`src/rtl/bus_mode_driver_pkg.sv`:
```
package bus_mode_driver_pkg;

  // Strobes from control to datapath, one set per cycle.
  typedef struct packed {
    logic trackBus;    // transparent: storage follows input, output bypasses
    logic captureBus;  // register mode: load input on detected edge
    logic driveBus;    // output drivers on
  } drvStrobes_t;

endpackage

```
`src/rtl/bus_mode_driver_ctrl.sv`:
```
module bus_mode_driver_ctrl
  import bus_mode_driver_pkg::*;
(
  input  logic        clk,
  input  logic        rstN,
  input  logic        outEnN,
  input  logic        latchEn,
  input  logic        dataClk,
  output drvStrobes_t strb
);

  logic clkPrev;
  logic clkRise;

  // Sampled copy of the data clock; follows it even in reset so that
  // release never produces a phantom edge.
  always_ff @(posedge clk) begin
    clkPrev <= dataClk;
  end

  assign clkRise = dataClk & ~clkPrev;

  always_comb begin
    strb.trackBus   = latchEn;
    strb.captureBus = ~latchEn & clkRise;
    strb.driveBus   = ~outEnN;
  end


  latch_priority_chk: assert property (@(posedge clk) disable iff (!rstN)
    latchEn |-> !strb.captureBus);


  strobe_excl_chk: assert property (@(posedge clk) disable iff (!rstN)
    $onehot0({strb.trackBus, strb.captureBus}));


  capture_needs_rise_chk: assert property (@(posedge clk) disable iff (!rstN)
    strb.captureBus |-> (dataClk && !$past(dataClk)));

endmodule

```
`src/rtl/bus_mode_driver_datapath.sv`:
```
module bus_mode_driver_datapath
  import bus_mode_driver_pkg::*;
#(
  parameter int DATA_W = 18
) (
  input  logic              clk,
  input  logic              rstN,
  input  logic [DATA_W-1:0] dataIn,
  input  drvStrobes_t       strb,
  output logic [DATA_W-1:0] dataOut,
  output logic              driveEn
);

  logic [DATA_W-1:0] heldWord;
  logic              loadNow;

  assign loadNow = strb.trackBus | strb.captureBus;

  always_ff @(posedge clk) begin
    if (!rstN)        heldWord <= '0;
    else if (loadNow) heldWord <= dataIn;
  end

  // Per-bit output select: bypass while transparent, else the stored bit.
  for (genvar b = 0; b < DATA_W; b++) begin : g_outBit
    assign dataOut[b] = strb.trackBus ? dataIn[b] : heldWord[b];
  end

  assign driveEn = strb.driveBus;


  capture_load_chk: assert property (@(posedge clk) disable iff (!rstN)
    strb.captureBus |=> heldWord == $past(dataIn));


  hold_stable_chk: assert property (@(posedge clk) disable iff (!rstN)
    (!strb.trackBus && !strb.captureBus) |=> $stable(heldWord));


  reset_clear_chk: assert property (@(posedge clk) disable iff (!rstN)
    (!$past(rstN) && !strb.trackBus) |-> dataOut == '0);

endmodule

```
`src/rtl/bus_mode_driver.sv`:
```
module bus_mode_driver
  import bus_mode_driver_pkg::*;
#(
  parameter int DATA_W = 18
) (
  input  logic              clk,
  input  logic              rstN,
  input  logic [DATA_W-1:0] dataIn,
  input  logic              outEnN,
  input  logic              latchEn,
  input  logic              dataClk,
  output logic [DATA_W-1:0] dataOut,
  output logic              driveEn
);

  drvStrobes_t strb;

  bus_mode_driver_ctrl u_ctrl (
    .clk     (clk),
    .rstN    (rstN),
    .outEnN  (outEnN),
    .latchEn (latchEn),
    .dataClk (dataClk),
    .strb    (strb)
  );

  bus_mode_driver_datapath #(.DATA_W(DATA_W)) u_dp (
    .clk     (clk),
    .rstN    (rstN),
    .dataIn  (dataIn),
    .strb    (strb),
    .dataOut (dataOut),
    .driveEn (driveEn)
  );


  hiz_when_off_chk: assert property (@(posedge clk) disable iff (!rstN)
    outEnN |-> !driveEn);


  transparent_pass_chk: assert property (@(posedge clk) disable iff (!rstN)
    latchEn |-> dataOut == dataIn);


  fall_while_high_chk: assert property (@(posedge clk) disable iff (!rstN)
    ($past(latchEn) && !latchEn && dataClk && $past(rstN)) |-> dataOut == $past(dataIn));

endmodule

```
`config.mk`:
```
export PLATFORM = sky130hd
export DESIGN_NAME = bus_mode_driver
export DESIGN_NICKNAME = d
export VERILOG_FILES = /design/src/rtl/bus_mode_driver_pkg.sv /design/src/rtl/bus_mode_driver_ctrl.sv /design/src/rtl/bus_mode_driver_datapath.sv /design/src/rtl/bus_mode_driver.sv
export SDC_FILE = /design/constraint.sdc
export NUM_CORES = 1
export LEC_CHECK = 0
export CAP_MARGIN = 10
export CELL_PAD_IN_SITES_DETAIL_PLACEMENT = 1
export CELL_PAD_IN_SITES_GLOBAL_PLACEMENT = 2
export CORE_MARGIN = 2
export CORE_UTILIZATION = 26
export DETAILED_ROUTE_END_ITERATION = 8
export PLACE_DENSITY = 0.83
export SYNTH_ARGS = -nofsm -noshare
export SYNTH_HDL_FRONTEND = slang
export SYNTH_SLANG_ARGS = --single-unit
```
`constraint.sdc`:
```
create_clock -name clk -period 2.4 [get_ports clk]
set_input_delay 0.36 -clock clk [delete_from_list [all_inputs] [get_ports clk]]
set_output_delay 0.36 -clock clk [all_outputs]
set_load 0.005 [all_outputs]
```
=== After elaboration in Yosys (flattened, before gate mapping) ===
Index checks and enable logic that the tools add are counted.

* Bits in registers: 19
* Latch bits: 0
* Bits in writable memories: 0
* Bits in read-only memories: 0
* Bits of input ports: 23
* Output and inout bits: 19
* Word-level logic and storage cells: 26
* Memories kept: 0

* $add $sub $neg: 0
* Multipliers: 0
* Div/mod/pow operators: 0
* $lt $le $gt $ge: 0
* Equal/unequal tests: 0
* Shift operators: 0
* Muxes and demuxes: 18
* Bitwise operators: 6
* Reduce and logical (&&, ||, !) cells: 0

{| class="wikitable"
|+ Operator list
! kind !! count
|-
| $mux 1 || 18
|-
| $not 1->1 || 3
|-
| $and 1x1->1 || 2
|-
| $or 1x1->1 || 1
|}

=== Longest topological paths before layout ===
Gate-level depths: netlist of the first run.

* Word-level depth: 4
* Mapped depth: 5
* Gate-level depth less buffers: 3

=== Cells and area by module ===
A second synthesis of the first run with hierarchy kept.

* Cell total of the unflattened synthesis: 108
* Area total of the unflattened synthesis: 1038.5 µm²

{| class="wikitable"
|+ Modules (own cells, without submodules)
! module !! instances !! cells an instance !! area each (µm²) !! seq. area each (µm²)
|-
| bus_mode_driver_datapath || 1 || 104 || 994.7 || 360.3
|-
| bus_mode_driver_ctrl || 1 || 4 || 43.8 || 20.0
|}

=== Worst setup path after synthesis of the first run ===
No wires, ideal clock.

* Path kind: input to output
* From: input port latchEn
* To: output port dataOut[10]
* Arrival: 994 ps
* Data required time: 2040 ps
* Slack: 1046 ps
* Stages: 3
* Buffers on the path: 2
* Cell sequence: buf_6 buf_4 mux2_2

* Word-level cells in the longest chain between the ends: 1

{| class="wikitable"
|+ Ends and longest elaborated chain
! item !! line !! text
|-
| from (decl) || bus_mode_driver.sv:10 || <nowiki>input logic latchEn,</nowiki>
|-
| $mux 1 || bus_mode_driver_datapath.sv:26 || <nowiki>assign dataOut[b] = strb.trackBus ? dataIn[b] : heldWord[b];</nowiki>
|-
| to (decl) || bus_mode_driver.sv:12 || <nowiki>output logic [DATA_W-1:0] dataOut,</nowiki>
|}

No other way between the ends.

=== Worst setup path after layout of the first run ===
* From: input port latchEn
* To: output port dataOut[6]

Same word-level chain as after synthesis.

==> flow_summary.ini, run 1 <==
[sta]
fin_worst_skew_ns = 0.00180
tns_ns = 0
finalMaxSlewViolations = 0
whs_ns = 0.460
rsz0062_at_grt = no
setup_viol = 0
slew_headroom = 0.717
fmax_mhz = 451
max_slew.worst_pin.slew_ns = 0.423
hold_viol_final = 0
fin_crit_sh = 0.924
post-route-min-period_ns = 2.22

[critical_path]
path_cells = clkdlybuf4s50_1 > buf_12 > mux2_2 > clkdlybuf4s50_1
worstSetupPathType = in -> out
slowest_delay_ns = 0.51
worstPathRequired_ns = 2.04
slowest_stage = clkdlybuf4s50_1
ff2ff_path_depth = 4
crit_path_end_kind = primary output
crit_path_frequent_cell = clkdlybuf4s50_1
path_delay_family = buffers and inverters
worst_setup_path_start_kind = primary input
cp-endpoint = dataOut[6]
timing.rr.end = u_dp.heldWord[1]
crit_path_start = latchEn
cp.arrival_ns = 1.86
cp_num_buf_inv = 3
rrSetupSlack_ns = 1.18
worstPathMaxFanout = 19
r2r-start = u_ctrl.clkPrev
cp.depth = 4

[detailed_routing]
routedWlPerCell_um = 12.0
antenna_left = 0
first_pass_iters = 2
drc_errors = 0
vias = 809
routed_wirelength_um = 2270
drt-vias-per-instance = 4.26
drt_iter0_markers = 25

[floorplanning]
initial_core_util = 0.271
design.die.area_mm2 = 0.00432
coreArea_mm2 = 0.00366
num_rows = 22
dieWidth_um = 65.7
die-height_um = 65.7
ios = 42

[logic_synthesis]
avgSynthCellArea_um2 = 9.72
synth.top_cell.area_share = 0.384
synth_cell_type_count = 11
yosysWarnings = 0
syn-cell-area_um2 = 991
synth.largest_area_cell = dfxtp_1
ys_ff_latch = 19
seq_area_frac_synth = 0.384
syn-instance-count = 102
synth_fp_nets = 125
synth_area_leaders = dfxtp_1, mux2_2, mux2i_1

[power]
leakagePower_nw = 0.606
p_comb_frac = 0.253
p_sw_uw = 186
clockPowerShare = 0.293
vdd_drop_max_v = 0.000195
p_sw_frac = 0.243
seqPwrFrac = 0.455
power.density_mw_per_mm2 = 515
p_int_uw = 579

[clocking]
cts_buffers = 3
cts_buffer_depth = 2
clk_latency_ns = 0.26
clock_tree.htree_level_count = 1
postCtsSetupBuffers = 0
cts-root-buf = clkbuf_8
cts_sinks = 19
clkTransAtPathRegs_ns = 0.07
cts_hold_buffers = 0
cts_tree = built
cts_resized = 0

[global_route]
grt_max_degree = 37
grt_pass1_wl_um = 3850
antenna_found_initial = 0
grt_usage = 0.114
grt_pass1_vias = 868
gr-total-overflow = 0

[layout]
syn_to_final_growth_pct = 50.0
multi_input_area_um2 = 534
drive_above_1_share = 0.183
fill_cells = 426
n_antenna_cell = 0
final_common_cell = clkdlybuf4s50_1
seqCellArea_um2 = 380
final_cell_mix = clkdlybuf4s50_1, nand2_1, dfxtp_1
nets = 166

[place]
place.gp.congestion = 0.680
io_buffers = 41
dp_hpwl_um = 1630

[worst_hold_path]
hold_class = reg -> reg
hold_depth = 2

[run]
max_cap_violations = 0

[status]
status = finished, final reports clean
how the worst min path moves through the flow:
stage	from	endpoint	slack, ns
2_1_floorplan	dataClk	u_ctrl.clkPrev	0.39
3_3_place_gp	u_dp.heldWord[13]	u_dp.heldWord[13]	0.44
3_5_place_dp	u_dp.heldWord[4]	u_dp.heldWord[4]	0.46
4_1_cts	u_dp.heldWord[15]	u_dp.heldWord[15]	0.47
5_1_grt	u_dp.heldWord[13]	u_dp.heldWord[13]	0.49
6_report	u_dp.heldWord[15]	u_dp.heldWord[15]	0.46
synth_stat cells:
cell type  instances
a21oi_4            1
inv_1              2
buf_6              2
clkbuf_1           1
dfxtp_1           19
buf_4              1
buf_2              3
mux2_2            18
buf_12             1
nand2_1           36
mux2i_1           18
per-stage QoR:
| stage | utilization | power, mW | cell area [µm²] | worst slack (ns) | cells |
|---|---|---|---|---|---|
| 2_1_floorplan | - | 0.446 | 991 | 1.05 | 102 |
| 3_3_place_gp | 0.393 | 0.545 | 1440 | 0.183 | 186 |
| 3_5_place_dp | 0.393 | 0.550 | 1440 | 0.183 | 186 |
| 4_1_cts | 0.406 | 0.782 | 1490 | 0.166 | 190 |
| 5_1_grt | 0.406 | 0.812 | 1490 | 0.114 | 190 |
| 6_report | 0.406 | 0.765 | 1490 | 0.183 | 190 |
layout make-up:
cell class                 count  share of cell area
multi-input combinational     73               0.359
timing repair buffer          44               0.308
sequential                    19               0.256
tap                           48              0.0404
clock buffer                   3              0.0278
inverter                       2             0.00505
clock inverter                 1             0.00337
cell families after synthesis:
group	share of synthesized area
DFF	0.384
AOI/OAI and AO/OA	0.0164
muxes	0.386
and+or+nand+nor	0.136
buffers and inverters	0.0770
layer usage:
layer	vias to the layer above	global-route usage	wire, µm
li1	413	-	-
met1	362	0.140	1050
met2	31	0.188	1020
met3	3	0.0360	177
met4	0	0.0391	28
met5	-	0	0
worst reg2reg max path, stage by stage, from the launching register on:
cell and delay [ns]:
dfxtp_1 0.31, inv_1 0.06, a21oi_4 0.38, buf_12 0.20
mux2i_1 0.20
state kept, by name (all words and copies together) (netlist names):
name            flops
u_dp.heldWord      18
u_ctrl.clkPrev      1
power groups by stage:
stage,logic [mW],registers (mW),clock network (mW)
after floorplan,0.0940,0.352,0
after global placement,0.191,0.354,0
after detailed placement,0.195,0.355,0
after CTS,0.197,0.348,0.237
after global routing,0.210,0.351,0.251
final,0.193,0.348,0.224
Note: power is estimated with default switching activity, not from simulation.
==> run 2, diff against run 1 <==
- GPL_ROUTABILITY_DRIVEN: unset -> 0
- MAX_ROUTING_LAYER: unset -> met4
==> run 2 against run 1 <==
Net effect: count of clock-buffer cells in the layout did not move; power rose by 0.61%; sequential power barely moved; die area did not move; fmax barely moved; utilization did not move; clock skew rose by 0.00089 ns; critical endpoint unchanged; first-iteration DRC count did not move; largest cell class unchanged; critical path type unchanged.
==> flow_summary.ini, run 2 (synthesis results as in run 1) <==
[detailed_routing]
drt-vias-per-instance = 4.29
antenna_left = 0
routedWlPerCell_um = 12.1
drc_errors = 0
vias = 815
routed_wirelength_um = 2290
drt_iter0_markers = 25
first_pass_iters = 4

[clocking]
cts_sinks = 19
cts_resized = 0
cts_hold_buffers = 0
cts-root-buf = clkbuf_8
clk_latency_ns = 0.26
cts_buffer_depth = 2
postCtsSetupBuffers = 0
clkTransAtPathRegs_ns = 0.07
cts_buffers = 3
clock_tree.htree_level_count = 1
cts_tree = built

[global_route]
use_met3 = 0.0308
grtUsageMet2 = 0.188
grt_util_met1 = 0.143
gr-max-usage-layer = met2
grt_usage = 0.117
grt_pass1_wl_um = 3850
grt_pass1_vias = 868
gr-total-overflow = 0
antenna_found_initial = 0
grt_max_degree = 37

[critical_path]
cp.arrival_ns = 1.86
crit_path_frequent_cell = clkdlybuf4s50_1
slowest_delay_ns = 0.51
crit_path_end_kind = primary output
path_cells = clkdlybuf4s50_1 > buf_12 > mux2_2 > clkdlybuf4s50_1
worstPathRequired_ns = 2.04
worst_setup_path_start_kind = primary input
slowest_stage = clkdlybuf4s50_1
worstPathMaxFanout = 19
worstSetupPathType = in -> out

[sta]
post-route-min-period_ns = 2.22
max_slew.worst_pin.slew_ns = 0.437
setup_viol = 0
finalMaxSlewViolations = 0
hold_viol_final = 0
fmax_mhz = 451
slew_headroom = 0.708
tns_ns = 0
fin_crit_sh = 0.924
rsz0062_at_grt = no
fin_worst_skew_ns = 0.00268

[place]
dp_hpwl_um = 1630
io_buffers = 41

[run]
max_cap_violations = 0

[layout]
fill_cells = 426
largest_reg_flops = 18
regMostFlops = u_dp.heldWord
drive_above_1_share = 0.183
final_cell_mix = clkdlybuf4s50_1, nand2_1, dfxtp_1
n_antenna_cell = 0
syn_to_final_growth_pct = 50.0
reg_top3 = u_dp.heldWord x18, u_ctrl.clkPrev x1
nets = 166
final_common_cell = clkdlybuf4s50_1

[floorplanning]
design.die.area_mm2 = 0.00432
die-height_um = 65.7
dieWidth_um = 65.7
ios = 42
initial_core_util = 0.271
num_rows = 22
coreArea_mm2 = 0.00366

[power]
leakagePower_nw = 0.606
finalPower_uw = 770
power.density_mw_per_mm2 = 518
vdd_drop_max_v = 0.000197

[status]
status = finished, final reports clean

[worst_hold_path]
hold_class = reg -> reg
==> run 2: critical path, delay by kind of cell <==
| family | cells | cell delay (ns) |
|---|---|---|
| buf+inv | 3 | 1.15 |
| mux | 1 | 0.35 |
==> run 2: report_power, final <==
group | total, mW | switching (mW) | internal (mW) | leakage, nW
Sequential | 0.348 | 0.0108 | 0.337 | 0.158
Clock | 0.228 | 0.113 | 0.116 | 0.0255
Combinational | 0.193 | 0.0669 | 0.126 | 0.423
==> run 2: layer usage <==
metal	share of wire	routed length (µm)
met1	0.49	1110
met2	0.43	993
met3	0.069	158
met4	0.012	28
met5	0	0
==> run 2: final timing paths <==
path	from	end	slack (ns)	cells after the start
max reg2reg	u_ctrl.clkPrev	u_dp.heldWord[1]	1.16	4
max	latchEn	dataOut[6]	0.18	4
min reg2reg	u_dp.heldWord[15]	u_dp.heldWord[15]	0.46	2
min	u_dp.heldWord[15]	u_dp.heldWord[15]	0.46	2
==> run 2: area by class of cell <==
cell class	count	area (µm²)	area share
Clock buffer	3	41.3	0.0278
Clock inverter	1	5.00	0.00337
Inverter	2	7.51	0.00505
Multi-Input combinational cell	73	534	0.359
Sequential cell	19	380	0.256
Tap cell	48	60.1	0.0404
Timing Repair Buffer	44	458	0.308
==> run 2: metrics by stage <==
stage	area, µm²	std cells	setup slack (ns)	utilization	hold WS, ns
finish	1490	190	0.182	0.406	0.460
global route	1490	190	0.114	0.406	0.491
CTS	1490	190	0.166	0.406	0.466
detailed placement	1440	186	0.183	0.393	0.456
global placement	1440	186	0.183	0.393	0.441
floorplan	991	102	1.05	-	0.388
